`config.mk`:
```
export PLATFORM = sky130hd
export DESIGN_NAME = hsw_board_ctrl
export DESIGN_NICKNAME = d
export VERILOG_FILES = /design/src/rtl/hsw_pkg.sv /design/src/rtl/hsw_sync.sv /design/src/rtl/hsw_debounce.sv /design/src/rtl/hsw_handle_fsm.sv /design/src/rtl/hsw_csr.sv /design/src/rtl/hsw_board_ctrl.sv
export SDC_FILE = /design/constraint.sdc
export NUM_CORES = 1
export LEC_CHECK = 0
export CAP_MARGIN = 0
export CORE_MARGIN = 2
export CORE_UTILIZATION = 35
export CTS_CLUSTER_SIZE = 28
export DETAILED_ROUTE_END_ITERATION = 16
export DONT_BUFFER_PORTS = 1
export PLACE_DENSITY = 0.54
export SKIP_CTS_REPAIR_TIMING = 1
export SLEW_MARGIN = 20
export SYNTH_ARGS = -nofsm -noshare
export SYNTH_HDL_FRONTEND = slang
export SYNTH_SLANG_ARGS = --single-unit
export TNS_END_PERCENT = 5
```
`constraint.sdc`:
```
create_clock -name clk -period 3.46 [get_ports clk]
set_input_delay 0.692 -clock clk [delete_from_list [all_inputs] [get_ports clk]]
set_output_delay 0.692 -clock clk [all_outputs]
set_load 0.005 [all_outputs]
```
`src/rtl/hsw_pkg.sv`:
```
package hsw_pkg;
    // Register field positions (software-visible layout)
    localparam int BIT_INS  = 0;
    localparam int BIT_EXT  = 1;
    localparam int BIT_LED  = 2;
    localparam int BIT_MASK = 3;
    localparam int FIELD_CNT = 4;

    // Depth of every clock-domain synchroniser in the block
    localparam int SYNC_STAGES = 2;

    typedef enum logic [1:0] {
        HS_OPEN,
        HS_LOCK_EVT,
        HS_LOCKED,
        HS_UNLOCK_EVT
    } hs_state_e;

    typedef enum logic {
        DB_STEADY,
        DB_TIMING
    } db_state_e;
endpackage

```
`src/rtl/hsw_sync.sv`:
```
module hsw_sync #(
    parameter int   STAGES  = 2,
    parameter logic RST_VAL = 1'b0
) (
    input  logic clk,
    input  logic rst_n,
    input  logic d_i,
    output logic q_o
);
    logic [STAGES-1:0] chain;

    always_ff @(posedge clk or negedge rst_n) begin
        if (!rst_n) begin
            chain <= {STAGES{RST_VAL}};
        end else begin
            chain <= {chain[STAGES-2:0], d_i};
        end
    end

    assign q_o = chain[STAGES-1];
endmodule

```
`src/rtl/hsw_debounce.sv`:
```
module hsw_debounce
    import hsw_pkg::*;
#(
    parameter int DEB_CYCLES = 1024
) (
    input  logic clk,
    input  logic rst_n,
    input  logic raw_i,
    output logic level_o
);
    localparam int CW = $clog2(DEB_CYCLES + 1);
    localparam logic [CW-1:0] LAST = CW'(DEB_CYCLES - 1);

    db_state_e     state_q, state_d;
    logic [CW-1:0] cnt_q, cnt_d;
    logic          level_q, level_d;

    // State register
    always_ff @(posedge clk or negedge rst_n) begin
        if (!rst_n) begin
            state_q <= DB_STEADY;
            cnt_q   <= '0;
            level_q <= 1'b0;
        end else begin
            state_q <= state_d;
            cnt_q   <= cnt_d;
            level_q <= level_d;
        end
    end

    // Next state: run a window while input differs from the settled level
    always_comb begin
        state_d = state_q;
        cnt_d   = cnt_q;
        level_d = level_q;
        unique case (state_q)
            DB_STEADY: begin
                cnt_d = '0;
                if (raw_i != level_q) begin
                    state_d = DB_TIMING;
                    cnt_d   = CW'(1);
                end
            end
            DB_TIMING: begin
                if (raw_i == level_q) begin
                    state_d = DB_STEADY;
                    cnt_d   = '0;
                end else if (cnt_q == LAST) begin
                    state_d = DB_STEADY;
                    cnt_d   = '0;
                    level_d = raw_i;
                end else begin
                    cnt_d = cnt_q + CW'(1);
                end
            end
            default: begin
                state_d = DB_STEADY;
                cnt_d   = '0;
            end
        endcase
    end

    // Output
    assign level_o = level_q;
endmodule

```
`src/rtl/hsw_handle_fsm.sv`:
```
module hsw_handle_fsm
    import hsw_pkg::*;
(
    input  logic clk,
    input  logic rst_n,
    input  logic locked_i,
    output logic ins_pulse_o,
    output logic ext_pulse_o
);
    hs_state_e state_q, state_d;

    // State register
    always_ff @(posedge clk or negedge rst_n) begin
        if (!rst_n) begin
            state_q <= HS_OPEN;
        end else begin
            state_q <= state_d;
        end
    end

    // Transitions
    always_comb begin
        state_d = state_q;
        unique case (state_q)
            HS_OPEN:       if (locked_i)  state_d = HS_LOCK_EVT;
            HS_LOCK_EVT:   state_d = locked_i ? HS_LOCKED : HS_UNLOCK_EVT;
            HS_LOCKED:     if (!locked_i) state_d = HS_UNLOCK_EVT;
            HS_UNLOCK_EVT: state_d = locked_i ? HS_LOCK_EVT : HS_OPEN;
            default:       state_d = HS_OPEN;
        endcase
    end

    // Outputs: one-cycle event pulses decoded from state
    always_comb begin
        ins_pulse_o = 1'b0;
        ext_pulse_o = 1'b0;
        unique case (state_q)
            HS_LOCK_EVT:   ins_pulse_o = 1'b1;
            HS_UNLOCK_EVT: ext_pulse_o = 1'b1;
            default: begin
                ins_pulse_o = 1'b0;
                ext_pulse_o = 1'b0;
            end
        endcase
    end
endmodule

```
`src/rtl/hsw_csr.sv`:
```
module hsw_csr
    import hsw_pkg::*;
#(
    parameter int REG_W = 8
) (
    input  logic             clk,
    input  logic             rst_n,
    input  logic             ins_set_i,
    input  logic             ext_set_i,
    input  logic             wr_i,
    input  logic [REG_W-1:0] wdata_i,
    output logic             ins_o,
    output logic             ext_o,
    output logic             led_o,
    output logic             mask_o,
    output logic [REG_W-1:0] rdata_o
);
    logic ins_q, ext_q, led_q, mask_q;
    logic clr_ins, clr_ext;
    logic unused_wr_hi;

    assign clr_ins = wr_i & wdata_i[BIT_INS];
    assign clr_ext = wr_i & wdata_i[BIT_EXT];
    assign unused_wr_hi = ^wdata_i[REG_W-1:FIELD_CNT];

    always_ff @(posedge clk or negedge rst_n) begin
        if (!rst_n) begin
            ins_q  <= 1'b0;
            ext_q  <= 1'b0;
            led_q  <= 1'b1;
            mask_q <= 1'b0;
        end else begin
            // hardware set has priority over write-one-to-clear
            ins_q <= ins_set_i | (ins_q & ~clr_ins);
            ext_q <= ext_set_i | (ext_q & ~clr_ext);
            if (ins_set_i) begin
                led_q <= 1'b1;
            end else if (wr_i) begin
                led_q <= wdata_i[BIT_LED];
            end
            if (wr_i) begin
                mask_q <= wdata_i[BIT_MASK];
            end
        end
    end

    always_comb begin
        rdata_o           = '0;
        rdata_o[BIT_INS]  = ins_q;
        rdata_o[BIT_EXT]  = ext_q;
        rdata_o[BIT_LED]  = led_q;
        rdata_o[BIT_MASK] = mask_q;
    end

    assign ins_o  = ins_q;
    assign ext_o  = ext_q;
    assign led_o  = led_q;
    assign mask_o = mask_q;
endmodule

```
`src/rtl/hsw_board_ctrl.sv`:
```
module hsw_board_ctrl
    import hsw_pkg::*;
#(
    parameter int DEB_CYCLES = 1024,
    parameter int REG_W      = 8
) (
    input  logic             clk,
    input  logic             rst_n,
    input  logic             handle_sw_i,
    input  logic             bdsel_n_i,
    input  logic             reg_wr_i,
    input  logic [REG_W-1:0] reg_wdata_i,
    output logic [REG_W-1:0] reg_rdata_o,
    output logic             enum_drive_low_o,
    output logic             led_o,
    output logic             backend_pwr_en_o
);
    logic handle_sync;
    logic handle_stable;
    logic bdsel_n_sync;
    logic ins_pulse, ext_pulse;
    logic ins_pend, ext_pend, led_bit, mask_bit;

    hsw_sync #(.STAGES(SYNC_STAGES), .RST_VAL(1'b0)) u_sync_handle (
        .clk   (clk),
        .rst_n (rst_n),
        .d_i   (handle_sw_i),
        .q_o   (handle_sync)
    );

    hsw_sync #(.STAGES(SYNC_STAGES), .RST_VAL(1'b1)) u_sync_bdsel (
        .clk   (clk),
        .rst_n (rst_n),
        .d_i   (bdsel_n_i),
        .q_o   (bdsel_n_sync)
    );

    hsw_debounce #(.DEB_CYCLES(DEB_CYCLES)) u_deb (
        .clk     (clk),
        .rst_n   (rst_n),
        .raw_i   (handle_sync),
        .level_o (handle_stable)
    );

    hsw_handle_fsm u_fsm (
        .clk         (clk),
        .rst_n       (rst_n),
        .locked_i    (handle_stable),
        .ins_pulse_o (ins_pulse),
        .ext_pulse_o (ext_pulse)
    );

    hsw_csr #(.REG_W(REG_W)) u_csr (
        .clk       (clk),
        .rst_n     (rst_n),
        .ins_set_i (ins_pulse),
        .ext_set_i (ext_pulse),
        .wr_i      (reg_wr_i),
        .wdata_i   (reg_wdata_i),
        .ins_o     (ins_pend),
        .ext_o     (ext_pend),
        .led_o     (led_bit),
        .mask_o    (mask_bit),
        .rdata_o   (reg_rdata_o)
    );

    assign enum_drive_low_o = (ins_pend | ext_pend) & ~mask_bit;
    assign led_o            = led_bit;
    assign backend_pwr_en_o = ~bdsel_n_sync;
endmodule

```
==> summary.log, run 1 <==
qor: detailed_routing.detailedRoute.firstPassIterationCount 4
qor: timing.rsz0062_at_grt false
qor: timing.slew_violations 0
qor: final_layout.multiInputGateArea 498 um^2
qor: floorplan.design.core.area 3080 um^2
qor: final_layout.insertedDiodeCount 0
qor: clock_network.clock-sinks 23
qor: yosys.synth_top_area_share 0.435
qor: place.dp_slack 1.73 ns
qor: floorplan.die_area 3760 um^2
qor: final_layout.fraction_of_final_layout_cells_sized_beyond_drive_strength_1 0.140
qor: detailed_routing.drt_first_iter_violations 52
qor: worst_setup_path.crit_path_start u_deb.cnt_q[0]$_DFF_PN0_
qor: final_layout.area_growth 2.39%
qor: worst_setup_path.critical_path_peak_fanout 4
qor: place.placed_cells 140
qor: worst_setup_path.required 3.67 ns
qor: yosys.top_cell_type_by_total_area_after_synthesis dfrtp_1
qor: final_layout.stdcell_count 144
qor: yosys.netlist_top_cells_area dfrtp_1 44%, dfstp_2 6.9%, ha_1 6.5%
qor: place.port-buffer-count 0
qor: final_layout.final_nets 120
qor: place.hpwl_reported_at_the_end_of_detailed_placement 1.32 mm
qor: pwr.power_switching_share 0.225
qor: timing.clock_skew 0.00931 ns
qor: yosys.synth.avg_cell_area 11.3 um^2
qor: timing.post-route-min-period 1.71 ns
qor: worst_setup_path.crit_type flop to flop
qor: worst_setup_path.worst-r2r-setup-slack 1.75 ns
qor: worst_setup_path.worst_setup_path_start_kind flop
qor: pwr.cell_area_power_density 361 nW/um^2
qor: run_status.status finished clean
qor: clock_network.number_of_buffers_added_by_the_clock_tree_synthesis_step 3
qor: pwr.power.ir.vdd_worst 0.225 mV
qor: timing.final_hold_violation_count 0
qor: yosys.synth_cell_types 34
qor: pwr.internal-power 0.329 mW
qor: timing.setup_tns 0 ns
qor: yosys.synth-seq-cells 23
qor: floorplan.die_y 61.3 um
qor: pwr.comb_power_share 0.031
qor: global_route.grt_use_total 0.116
qor: pwr.power.leakage 0.499 nW
qor: pwr.power.share.clock 0.300
qor: clock_network.clock_tree.htree_level_count 1
qor: yosys.synth_enable_flop_cells 0
qor: pwr.total_switching_power 0.0953 mW
qor: timing.worst_tran_pin_value 0.510 ns
qor: worst_setup_path.crit-reg2reg-launch u_deb.cnt_q[0]$_DFF_PN0_
qor: final_layout.final_util 0.383
qor: clock_network.clk_latency 0.32 ns
qor: detailed_routing.final_antenna_net_count 0
qor: clock_network.clk_root_buffer_cell clkbuf_4
qor: global_route.vias_in_the_first_global_route 677
qor: clock_network.cts.clk_slew.worst_paths 0.13 ns
qor: yosys.synthesis.instances 102
qor: detailed_routing.post_drt_via_cell_ratio 4.93
qor: timing.finalHoldWorstSlack 0.0450 ns
qor: timing.worst_slew_margin_rel 0.657
qor: detailed_routing.avgRoutedWirePerCell 12.9 um
qor: worst_setup_path.crit_path_end_kind flop
qor: yosys.synthFlopType dfrtp_1
qor: job.cap_viol_max_count 0
qor: global_route.leftover_overflow_at_the_end_of_global_routing 0
qor: floorplan.die_width 61.3 um
qor: detailed_routing.postRouteWirelength 1.85 mm
qor: final_layout.layout.cell_area.non_filler 1180 um^2
qor: final_layout.area.sequential 579 um^2
qor: clock_network.cts_tree done
qor: global_route.initial_antenna_violation_count 0
qor: yosys.synthesis.area 1150 um^2
qor: final_layout.layout.filler_cells 314
qor: global_route.grt_first_pass_wirelength 3.17 mm
qor: pwr.total_power 0.425 mW
qor: clock_network.max-clock-path-buffers 2
qor: timing.setup_viol 0
qor: floorplan.initial_core_utilization 0.374
qor: pwr.seqPwrFrac 0.669
qor: timing.fmax 586 MHz
qor: yosys.ys_seq_area_frac 0.504
qor: detailed_routing.route.vias.total 710
qor: place.placed_cell_area 1150 um^2
qor: worst_setup_path.worst_ep_arrival_time 1.92 ns
qor: global_route.largest_net_degree_at_the_start_of_global_routing 24
qor: yosys.synth_async_sr_flop_share 1.00
qor: worst_hold_path.worst_hold_path_type input pin to asynchronous set/reset pin
qor: timing.final.period_utilization 0.493
qor: place.gpl.final_weighted_congestion 0.688
qor: timing.setup_ws 1.75 ns
qor: yosys.yosys_warnings 0
qor: floorplan.num_io_pins 24
qor: detailed_routing.drc 0
qor: floorplan.row_count 20
-- state kept, by name, summed over array words and instances, names as in the netlist --
| name | count |
|---|---|
| u_sync_bdsel.chain | 2 |
| u_fsm.state_q | 2 |
| u_csr.led_o | 1 |
| u_deb.cnt_q | 11 |
| u_csr.ext_o | 1 |
| u_sync_handle.chain | 2 |
| u_deb.state_q | 1 |
| u_csr.mask_o | 1 |
| u_deb.level_o | 1 |
| u_csr.ins_o | 1 |
-- worst paths after layout --
check / end / cells past startpoint
worst max-delay path: u_deb.level_o$_DFFE_PN0P_ / 4
worst min-delay path: u_deb.cnt_q[3]$_DFF_PN0_ / 0
worst max register to register: u_deb.level_o$_DFFE_PN0P_ / 4
worst min register to register: u_sync_handle.chain[1]$_DFF_PN0_ / 0
max in group asynchronous: u_csr.led_o$_DFFE_PN1P_ / 0
min in group clk: u_sync_bdsel.chain[0]$_DFF_PN1_ / 0
-- critical path, stage by stage, from the launching register on --
cell and delay (ns):
dfrtp_1 0.43, ha_1 0.25, nand4_2 0.17, nor4_1 0.37
mux2_2 0.38
-- power by group through the flow --
stage | Sequential, mW | Clock (mW) | Combinational [mW]
final | 0.284 | 0.128 | 0.0131
after global routing | 0.285 | 0.146 | 0.0154
after CTS | 0.284 | 0.131 | 0.0131
after detailed placement | 0.289 | 0 | 0.0131
after global placement | 0.289 | 0 | 0.0127
after floorplan | 0.287 | 0 | 0.0181
-- cell usage after synthesis, drive strengths merged (2+ instances only) --
master / instances
a211oi: 3
o21ai: 4
nor4: 2
nand2: 9
ha: 6
mux2: 2
dfrtp: 20
xor2: 2
or4: 2
buf: 9
xnor2: 3
nand4: 2
dfstp: 3
or3: 3
nor3: 5
nor2: 3
inv: 5
a21oi: 3
nand2b: 2
o31ai: 2
nand3: 3
nor3b: 2
-- logic make-up after synthesis --
family	Yosys count	synth area share
other	1	0.00326
adders and majority gates	6	0.0653
xor gates and xnor gates	5	0.0381
DFF	23	0.504
and+or+nand+nor	34	0.193
muxes	3	0.0283
buffers and inverters	14	0.0729
AOI/OAI and AO/OA	16	0.0958
-- routing by layer --
layer  part of all wire  routed length [um]  vias to the layer above  global-route usage
li1                   -                   -                      345                   -
met1               0.44                 818                      354               0.152
met2               0.51                 942                        9               0.181
met3              0.043                  79                        2              0.0462
met4             0.0054                  10                        0              0.0280
met5                  0                   0                        -                   0
-- final cells by class --
type / count / share of cell area
flip-flops and latches: 23 / 0.492
multi-input cells: 68 / 0.423
well taps: 44 / 0.0468
clock buffers: 4 / 0.0223
inverters: 5 / 0.0159
-- cell usage in the layout (no fill, tap or decap), drive strengths merged, types with 3 or more instances in the layout --
cell and count:
dfrtp 20, nand2 9, nand3 3, conb 4
clkbuf 4, dfstp 3, a211oi 3, nor3 5
ha 6, inv 5, or3 3, nor2 3
a21oi 3, o21ai 4, xnor2 3
No activity file was read; power rests on OpenSTA's default activity.
==> inputs of run 2 (changes only) <==
--- a/config.mk
+++ b/config.mk
@@ -11,7 +11,7 @@
 export CTS_CLUSTER_SIZE = 28
 export DETAILED_ROUTE_END_ITERATION = 16
 export DONT_BUFFER_PORTS = 1
-export PLACE_DENSITY = 0.54
+export PLACE_DENSITY = 0.56
 export SKIP_CTS_REPAIR_TIMING = 1
 export SLEW_MARGIN = 20
 export SYNTH_ARGS = -nofsm -noshare
==> constraint.sdc (replaced) <==
create_clock -name clk -period 1.45 [get_ports clk]
set_input_delay 0.29 -clock clk [delete_from_list [all_inputs] [get_ports clk]]
set_output_delay 0.29 -clock clk [all_outputs]
set_load 0.005 [all_outputs]
==> run 2 against run 1 <==
Clock-buffer cell count unchanged. First-iteration DRC count down 31%. Die area unchanged. Worst hold slack better by 0.056 ns. Global-route usage down 0.17 points. Total power up 150%. Routed wire length up 6.6%. Sequential power up 140%. Critical path type unchanged. Via count up 8.0%. Cell area up 15%. Highest routed layer unchanged. Clock skew down 0.0067 ns.
==> summary.log, run 2 (synthesis gave the netlist of run 1 again) <==
qor: run_status.status finished clean [unchanged]
qor: timing.final_hold_violation_count 0 [unchanged]
qor: detailed_routing.final_antenna_net_count 0 [unchanged]
qor: timing.rsz0062_at_grt true [was false]
qor: floorplan.die_area 3760 um^2 [unchanged]
qor: timing.slew_violations 0 [unchanged]
qor: floorplan.row_count 20 [unchanged]
qor: pwr.power_switching_share 0.227 [was 0.225]
qor: floorplan.die_y 61.3 um [unchanged]
qor: pwr.cell_area_power_density 767 nW/um^2 [was 361 nW/um^2]
qor: detailed_routing.drt_first_iter_violations 36 [was 52]
qor: floorplan.design.core.area 3080 um^2 [unchanged]
qor: timing.final.period_utilization 0.981 [was 0.493]
qor: place.port-buffer-count 0 [unchanged]
qor: clock_network.clk_root_buffer_cell clkbuf_4 [unchanged]
qor: job.cap_viol_max_count 0 [unchanged]
qor: final_layout.final_nets 133 [was 120]
qor: global_route.initial_antenna_violation_count 0 [unchanged]
qor: detailed_routing.post_drt_via_cell_ratio 4.89 [was 4.93]
qor: worst_setup_path.reg2regPathDepth 3 [was 4]
qor: worst_hold_path.worst_hold_path_type input pin to flop [was input pin to asynchronous set/reset pin]
qor: final_layout.regMostFlops u_deb.cnt_q [unchanged]
qor: timing.setup_ws 0.0274 ns [was 1.75 ns]
qor: detailed_routing.route.vias.total 767 [was 710]
qor: final_layout.layout.cells.most_common_list 19 x dfrtp_1, 9 x buf_4, 8 x nand2_1 [was 20 x dfrtp_1, 9 x nand2_1, 6 x ha_1, 5 x inv_1, 5 x nor3_1]
qor: final_layout.layout.filler_cells 314 [unchanged]
qor: timing.fmax 703 MHz [was 586 MHz]
qor: final_layout.layout_commonest_cell dfrtp_1 [unchanged]
qor: worst_hold_path.min_from reg_wr_i
qor: timing.post-route-min-period 1.42 ns [was 1.71 ns]
qor: worst_setup_path.required 1.68 ns [was 3.67 ns]
qor: clock_network.cts_tree done [unchanged]
qor: worst_setup_path.worst-r2r-setup-slack 0.03 ns [was 1.75 ns]
qor: pwr.power.leakage 0.578 nW [was 0.499 nW]
qor: detailed_routing.postRouteWirelength 1.97 mm [was 1.85 mm]
qor: final_layout.insertedDiodeCount 0 [unchanged]
qor: clock_network.clock_tree.htree_level_count 1 [unchanged]
qor: floorplan.die_width 61.3 um [unchanged]
qor: pwr.internal-power 0.805 mW [was 0.329 mW]
qor: final_layout.final_util 0.441 [was 0.383]
qor: worst_setup_path.crit-reg2reg-capture u_deb.cnt_q[9]$_DFF_PN0_ [was u_deb.level_o$_DFFE_PN0P_]
qor: timing.clock_skew 0.00260 ns [was 0.00931 ns]
qor: final_layout.area_growth 18.0% [was 2.39%]
qor: clock_network.max-clock-path-buffers 2 [unchanged]
qor: clock_network.number_of_buffers_added_by_the_clock_tree_synthesis_step 3 [unchanged]
qor: worst_hold_path.min_to u_csr.led_o$_DFFE_PN1P_
qor: floorplan.initial_core_utilization 0.374 [unchanged]
qor: global_route.vias_in_the_first_global_route 724 [was 677]
qor: clock_network.cts.clk_slew.worst_paths 0.12 ns [was 0.13 ns]
qor: detailed_routing.detailedRoute.firstPassIterationCount 4 [unchanged]
qor: final_layout.layout.cell_area.non_filler 1360 um^2 [was 1180 um^2]
qor: global_route.leftover_overflow_at_the_end_of_global_routing 0 [unchanged]
qor: detailed_routing.drc 0 [unchanged]
qor: timing.setup_tns 0 ns [unchanged]
qor: worst_setup_path.crit_path_end_kind flop [unchanged]
qor: final_layout.max_ffs_per_register 11 [unchanged]
qor: place.hpwl_reported_at_the_end_of_detailed_placement 1.45 mm [was 1.32 mm]
qor: pwr.total_power 1.04 mW [was 0.425 mW]
qor: pwr.power.share.clock 0.279 [was 0.300]
qor: worst_setup_path.worst_setup_path_start_kind flop [unchanged]
qor: global_route.grt_use_total 0.114 [was 0.116]
qor: clock_network.clk_latency 0.30 ns [was 0.32 ns]
qor: worst_setup_path.worst_ep_arrival_time 1.65 ns [was 1.92 ns]
qor: pwr.seqPwrFrac 0.651 [was 0.669]
qor: place.placed_cell_area 1220 um^2 [was 1150 um^2]
qor: clock_network.clock-sinks 23 [unchanged]
qor: worst_setup_path.crit_type flop to flop [unchanged]
qor: worst_hold_path.worstHoldPathCells 1
qor: place.dp_slack -0.0316 ns [was 1.73 ns]
qor: global_route.largest_net_degree_at_the_start_of_global_routing 24 [unchanged]
qor: final_layout.fraction_of_final_layout_cells_sized_beyond_drive_strength_1 0.274 [was 0.140]
qor: detailed_routing.avgRoutedWirePerCell 12.6 um [was 12.9 um]
qor: timing.setup_viol 0 [unchanged]
qor: floorplan.num_io_pins 24 [unchanged]
qor: pwr.total_switching_power 0.236 mW [was 0.0953 mW]
qor: worst_setup_path.crit-reg2reg-launch u_deb.cnt_q[8]$_DFF_PN0_ [was u_deb.cnt_q[0]$_DFF_PN0_]
qor: pwr.comb_power_share 0.070 [was 0.031]
qor: pwr.power.ir.vdd_worst 0.449 mV [was 0.225 mV]
qor: worst_setup_path.critical_path_peak_fanout 5 [was 4]
qor: global_route.grt_first_pass_wirelength 3.17 mm [unchanged]
qor: place.gpl.final_weighted_congestion 0.720 [was 0.688]
[run 2: cell count changes in the layout (fill, tap and decap cells not counted), moves of 2 or more]
cell and change:
buf_4 +9, dlygate4sd3_1 +3, nand4_2 -2, nand4_4 +2
[run 2: layout make-up]
type                            count  area [um^2]  area share
Sequential cell                    23          581       0.428
Multi-Input combinational cell     68          558       0.411
Timing Repair Buffer               13          118      0.0867
Tap cell                           44         55.1      0.0406
Inverter                            5         18.8      0.0138
Clock buffer                        4         26.3      0.0194
[run 2: metal layers]
layer,vias up,GRT usage,wire (um)
met5,-,0,0
met4,0,0.0280,10
met3,2,0.0399,83
met2,16,0.193,1070
met1,379,0.140,815
li1,370,-,-
[run 2: through the flow]
stage                     hold WS [ns]  instances
final                            0.101        157
after global routing            0.0675        157
after CTS                       -0.357        153
after floorplan               -0.00559        105
after detailed placement      -0.00473        149
after global placement        -0.00481        149
[run 2: power groups by stage]
stage / Combinational, mW / Sequential (mW) / Clock [mW]
2_1_floorplan: 0.0433 / 0.685 / 0
3_3_place_gp: 0.0412 / 0.687 / 0
3_5_place_dp: 0.0423 / 0.687 / 0
4_1_cts: 0.0426 / 0.675 / 0.307
5_1_grt: 0.0813 / 0.681 / 0.336
6_report: 0.0729 / 0.678 / 0.290
[run 2: worst max-delay path by stage]
stage	start	cells after the start	slack, ns	to
after floorplan	u_deb.cnt_q[0]$_DFF_PN0_	4	0.02	u_deb.level_o$_DFFE_PN0P_
after global placement	u_deb.cnt_q[0]$_DFF_PN0_	4	-0.01	u_deb.level_o$_DFFE_PN0P_
after detailed placement	u_deb.cnt_q[0]$_DFF_PN0_	4	-0.03	u_deb.level_o$_DFFE_PN0P_
after CTS	u_deb.cnt_q[0]$_DFF_PN0_	4	-0.05	u_deb.level_o$_DFFE_PN0P_
after global routing	u_deb.cnt_q[5]$_DFF_PN0_	3	-0.02	u_deb.cnt_q[9]$_DFF_PN0_
final	u_deb.cnt_q[8]$_DFF_PN0_	3	0.03	u_deb.cnt_q[9]$_DFF_PN0_
[run 2: critical path, cell delays in order, from the launching register on]
cell	delay, ns
dfrtp_1	0.40
nand2_1	0.22
or4_4	0.54
a211oi_2	0.19
==> inputs of run 3 (changes only) <==
--- a/config.mk
+++ b/config.mk
@@ -7,11 +7,12 @@
 export LEC_CHECK = 0
 export CAP_MARGIN = 0
 export CORE_MARGIN = 2
-export CORE_UTILIZATION = 35
+export CORE_UTILIZATION = 54
+export CTS_CLUSTER_DIAMETER = 150
 export CTS_CLUSTER_SIZE = 28
 export DETAILED_ROUTE_END_ITERATION = 16
 export DONT_BUFFER_PORTS = 1
-export PLACE_DENSITY = 0.56
+export PLACE_DENSITY = 0.77
 export SKIP_CTS_REPAIR_TIMING = 1
 export SLEW_MARGIN = 20
 export SYNTH_ARGS = -nofsm -noshare
==> run 3 against run 2 <==
Register-to-register slack is essentially flat. Die area fell by 33%. Non-clock buffer count rose by 2. Critical endpoint is now u_deb.cnt_q[6]$_DFF_PN0_. Combinational power down 3%. Sequential power is essentially flat. Clock skew grew 0.0063 ns. Sequential cell count unchanged. Global-route usage rose by 7.0 points. Clock-buffer cell count fell by 1.
==> summary.log, run 3 (synthesis gave the netlist of run 1 again) <==
qor: detailed_routing.final_antenna_net_count 0 [unchanged]
qor: worst_setup_path.worst_path_dominant_cell_family simple AND/OR/NAND/NOR gates [unchanged]
qor: clock_network.number_of_buffers_added_by_the_clock_tree_synthesis_step 3 [unchanged]
qor: final_layout.insertedDiodeCount 0 [unchanged]
qor: pwr.internal-power 0.800 mW [was 0.805 mW]
qor: global_route.largest_net_degree_at_the_start_of_global_routing 24 [unchanged]
qor: floorplan.row_count 16 [was 20]
qor: place.gpl.final_weighted_congestion 0.761 [was 0.720]
qor: detailed_routing.routedLengthMet1 867 um [was 815 um]
qor: floorplan.die_width 50.1 um [was 61.3 um]
qor: timing.setup_ws 0.0186 ns [was 0.0274 ns]
qor: clock_network.max-clock-path-buffers 2 [unchanged]
qor: clock_network.clock-sinks 23 [unchanged]
qor: worst_hold_path.worst_hold_path_type input pin to flop [unchanged]
qor: timing.final.period_utilization 0.987 [was 0.981]
qor: worst_setup_path.worst_setup_path_start_kind flop [unchanged]
qor: timing.post-route-min-period 1.43 ns [was 1.42 ns]
qor: clock_network.cts_tree done [unchanged]
qor: floorplan.num_io_pins 24 [unchanged]
qor: final_layout.final_util 0.665 [was 0.441]
qor: final_layout.area_growth 14.7% [was 18.0%]
qor: detailed_routing.met2_wirelength 1.12 mm [was 1.07 mm]
qor: pwr.power.share.clock 0.286 [was 0.279]
qor: worst_setup_path.crit_type flop to flop [unchanged]
qor: place.placed_cell_area 1210 um^2 [was 1220 um^2]
qor: timing.setup_viol 0 [unchanged]
qor: timing.slew_violations 0 [unchanged]
qor: job.cap_viol_max_count 0 [unchanged]
qor: pwr.seqPwrFrac 0.646 [was 0.651]
qor: place.hpwl_reported_at_the_end_of_detailed_placement 1.48 mm [was 1.45 mm]
qor: timing.final_hold_violation_count 0 [unchanged]
qor: clock_network.clk_latency 0.32 ns [was 0.30 ns]
qor: detailed_routing.detailroute.wirelength.met3 60 um [was 83 um]
qor: pwr.cell_area_power_density 793 nW/um^2 [was 767 nW/um^2]
qor: final_layout.fraction_of_final_layout_cells_sized_beyond_drive_strength_1 0.278 [was 0.274]
qor: place.dp_slack 0.0183 ns [was -0.0316 ns]
qor: global_route.vias_in_the_first_global_route 798 [was 724]
qor: detailed_routing.post_drt_via_cell_ratio 5.55 [was 4.89]
qor: detailed_routing.dr.max_layer_used met4 [unchanged]
qor: final_layout.layout.filler_cells 160 [was 314]
qor: worst_setup_path.critical_path_peak_fanout 4 [was 5]
qor: pwr.power.ir.vdd_worst 0.658 mV [was 0.449 mV]
qor: worst_setup_path.path_buf_inv 1 [was 0]
qor: clock_network.cts.clk_slew.worst_paths 0.13 ns [was 0.12 ns]
qor: pwr.power_switching_share 0.235 [was 0.227]
qor: pwr.comb_power_share 0.068 [was 0.070]
qor: detailed_routing.avgRoutedWirePerCell 14.7 um [was 12.6 um]
qor: floorplan.die_area 2510 um^2 [was 3760 um^2]
qor: final_layout.layout_commonest_cell dfrtp_1 [unchanged]
qor: worst_setup_path.timing.critical_path.cells ha_2, nand3_1, buf_4, or3_1, a21oi_1 [was nand2_1, or4_4, a211oi_2]
qor: timing.clock_skew 0.00888 ns [was 0.00260 ns]
qor: final_layout.max_ffs_per_register 11 [unchanged]
qor: place.port-buffer-count 0 [unchanged]
qor: floorplan.die_y 50.1 um [was 61.3 um]
qor: worst_setup_path.critical_path.max_stage_delay 0.38 ns [was 0.54 ns]
qor: detailed_routing.drc 0 [unchanged]
qor: global_route.leftover_overflow_at_the_end_of_global_routing 0 [unchanged]
qor: pwr.total_switching_power 0.246 mW [was 0.236 mW]
qor: timing.fmax 699 MHz [was 703 MHz]
qor: global_route.initial_antenna_violation_count 0 [unchanged]
qor: detailed_routing.route.vias.total 788 [was 767]
qor: final_layout.layout.cells.most_common_list 18 x dfrtp_1, 10 x buf_4, 9 x nand2_1 [was 19 x dfrtp_1, 9 x buf_4, 8 x nand2_1]
qor: global_route.grt_first_pass_wirelength 3.44 mm [was 3.17 mm]
qor: clock_network.clk_root_buffer_cell clkbuf_4 [unchanged]
qor: floorplan.initial_core_utilization 0.580 [was 0.374]
qor: worst_setup_path.required 1.69 ns [was 1.68 ns]
qor: worst_setup_path.crit_path_end_kind flop [unchanged]
qor: pwr.power.leakage 0.569 nW [was 0.578 nW]
qor: detailed_routing.detailedRoute.firstPassIterationCount 4 [unchanged]
qor: worst_setup_path.worst_ep_arrival_time 1.67 ns [was 1.65 ns]
qor: final_layout.layout.cell_area.non_filler 1320 um^2 [was 1360 um^2]
qor: timing.rsz0062_at_grt true [unchanged]
qor: floorplan.design.core.area 1980 um^2 [was 3080 um^2]
qor: pwr.total_power 1.05 mW [was 1.04 mW]
qor: detailed_routing.postRouteWirelength 2.09 mm [was 1.97 mm]
qor: clock_network.clock_tree.htree_level_count 1 [unchanged]
qor: detailed_routing.drt_first_iter_violations 7 [was 36]
qor: run_status.status finished clean [unchanged]
qor: global_route.grt_use_total 0.184 [was 0.114]
qor: timing.setup_tns 0 ns [unchanged]
qor: worst_setup_path.worst_path_max_delay_cell dfrtp_1 [was or4_4]
qor: final_layout.regMostFlops u_deb.cnt_q [unchanged]
qor: final_layout.final_nets 135 [was 133]
run 3: final cells by class:
cell class / count / area [um^2] / share of cell area
flip-flops and latches: 23 / 582 / 0.441
multi-input cells: 68 / 520 / 0.395
repair buffers: 15 / 136 / 0.103
well taps: 27 / 33.8 / 0.0256
clock buffers: 3 / 22.5 / 0.0171
inverters: 5 / 18.8 / 0.0142
clock inverters: 1 / 5.00 / 0.00380
run 3: power by group through the flow:
stage / combinational (mW) / clock [mW] / sequential (mW)
2_1_floorplan: 0.0433 / 0 / 0.685
3_3_place_gp: 0.0409 / 0 / 0.687
3_5_place_dp: 0.0421 / 0 / 0.688
4_1_cts: 0.0421 / 0.304 / 0.676
5_1_grt: 0.0797 / 0.324 / 0.678
6_report: 0.0710 / 0.299 / 0.676
run 3: worst register-to-register path: cells and delay by family (launching register included):
kind,cells,cell delay (ns)
buffers and inverters,1,0.18
adders and majority gates,1,0.21
DFF,1,0.38
AOI/OAI and AO/OA,1,0.15
and+or+nand+nor,2,0.44
run 3: final timing paths:
check,depth (start not counted),startpoint,slack [ns],end
max,5,u_deb.cnt_q[1]$_DFF_PN0_,0.02,u_deb.cnt_q[6]$_DFF_PN0_
min,1,reg_wr_i,0.10,u_csr.led_o$_DFFE_PN1P_
max reg2reg,5,u_deb.cnt_q[1]$_DFF_PN0_,0.02,u_deb.cnt_q[6]$_DFF_PN0_
min reg2reg,0,u_sync_bdsel.chain[0]$_DFF_PN1_,0.37,u_sync_bdsel.chain[1]$_DFF_PN1_
max in group asynchronous,2,rst_n,0.82,u_csr.led_o$_DFFE_PN1P_
min in group asynchronous,2,rst_n,0.41,u_deb.level_o$_DFFE_PN0P_
run 3: per-layer routing:
layer  GRT usage  vias up
li1            -      369
met1       0.221      394
met2       0.325       21
met3      0.0268        4
met4      0.0833        0
met5           0        -
run 3: stage by stage:
stage	hold WS (ns)	cells
final	0.103	142
after detailed placement	-0.00517	133
after CTS	-0.354	137
after floorplan	-0.00559	105
after global placement	-0.00506	133
after global routing	0.0898	142
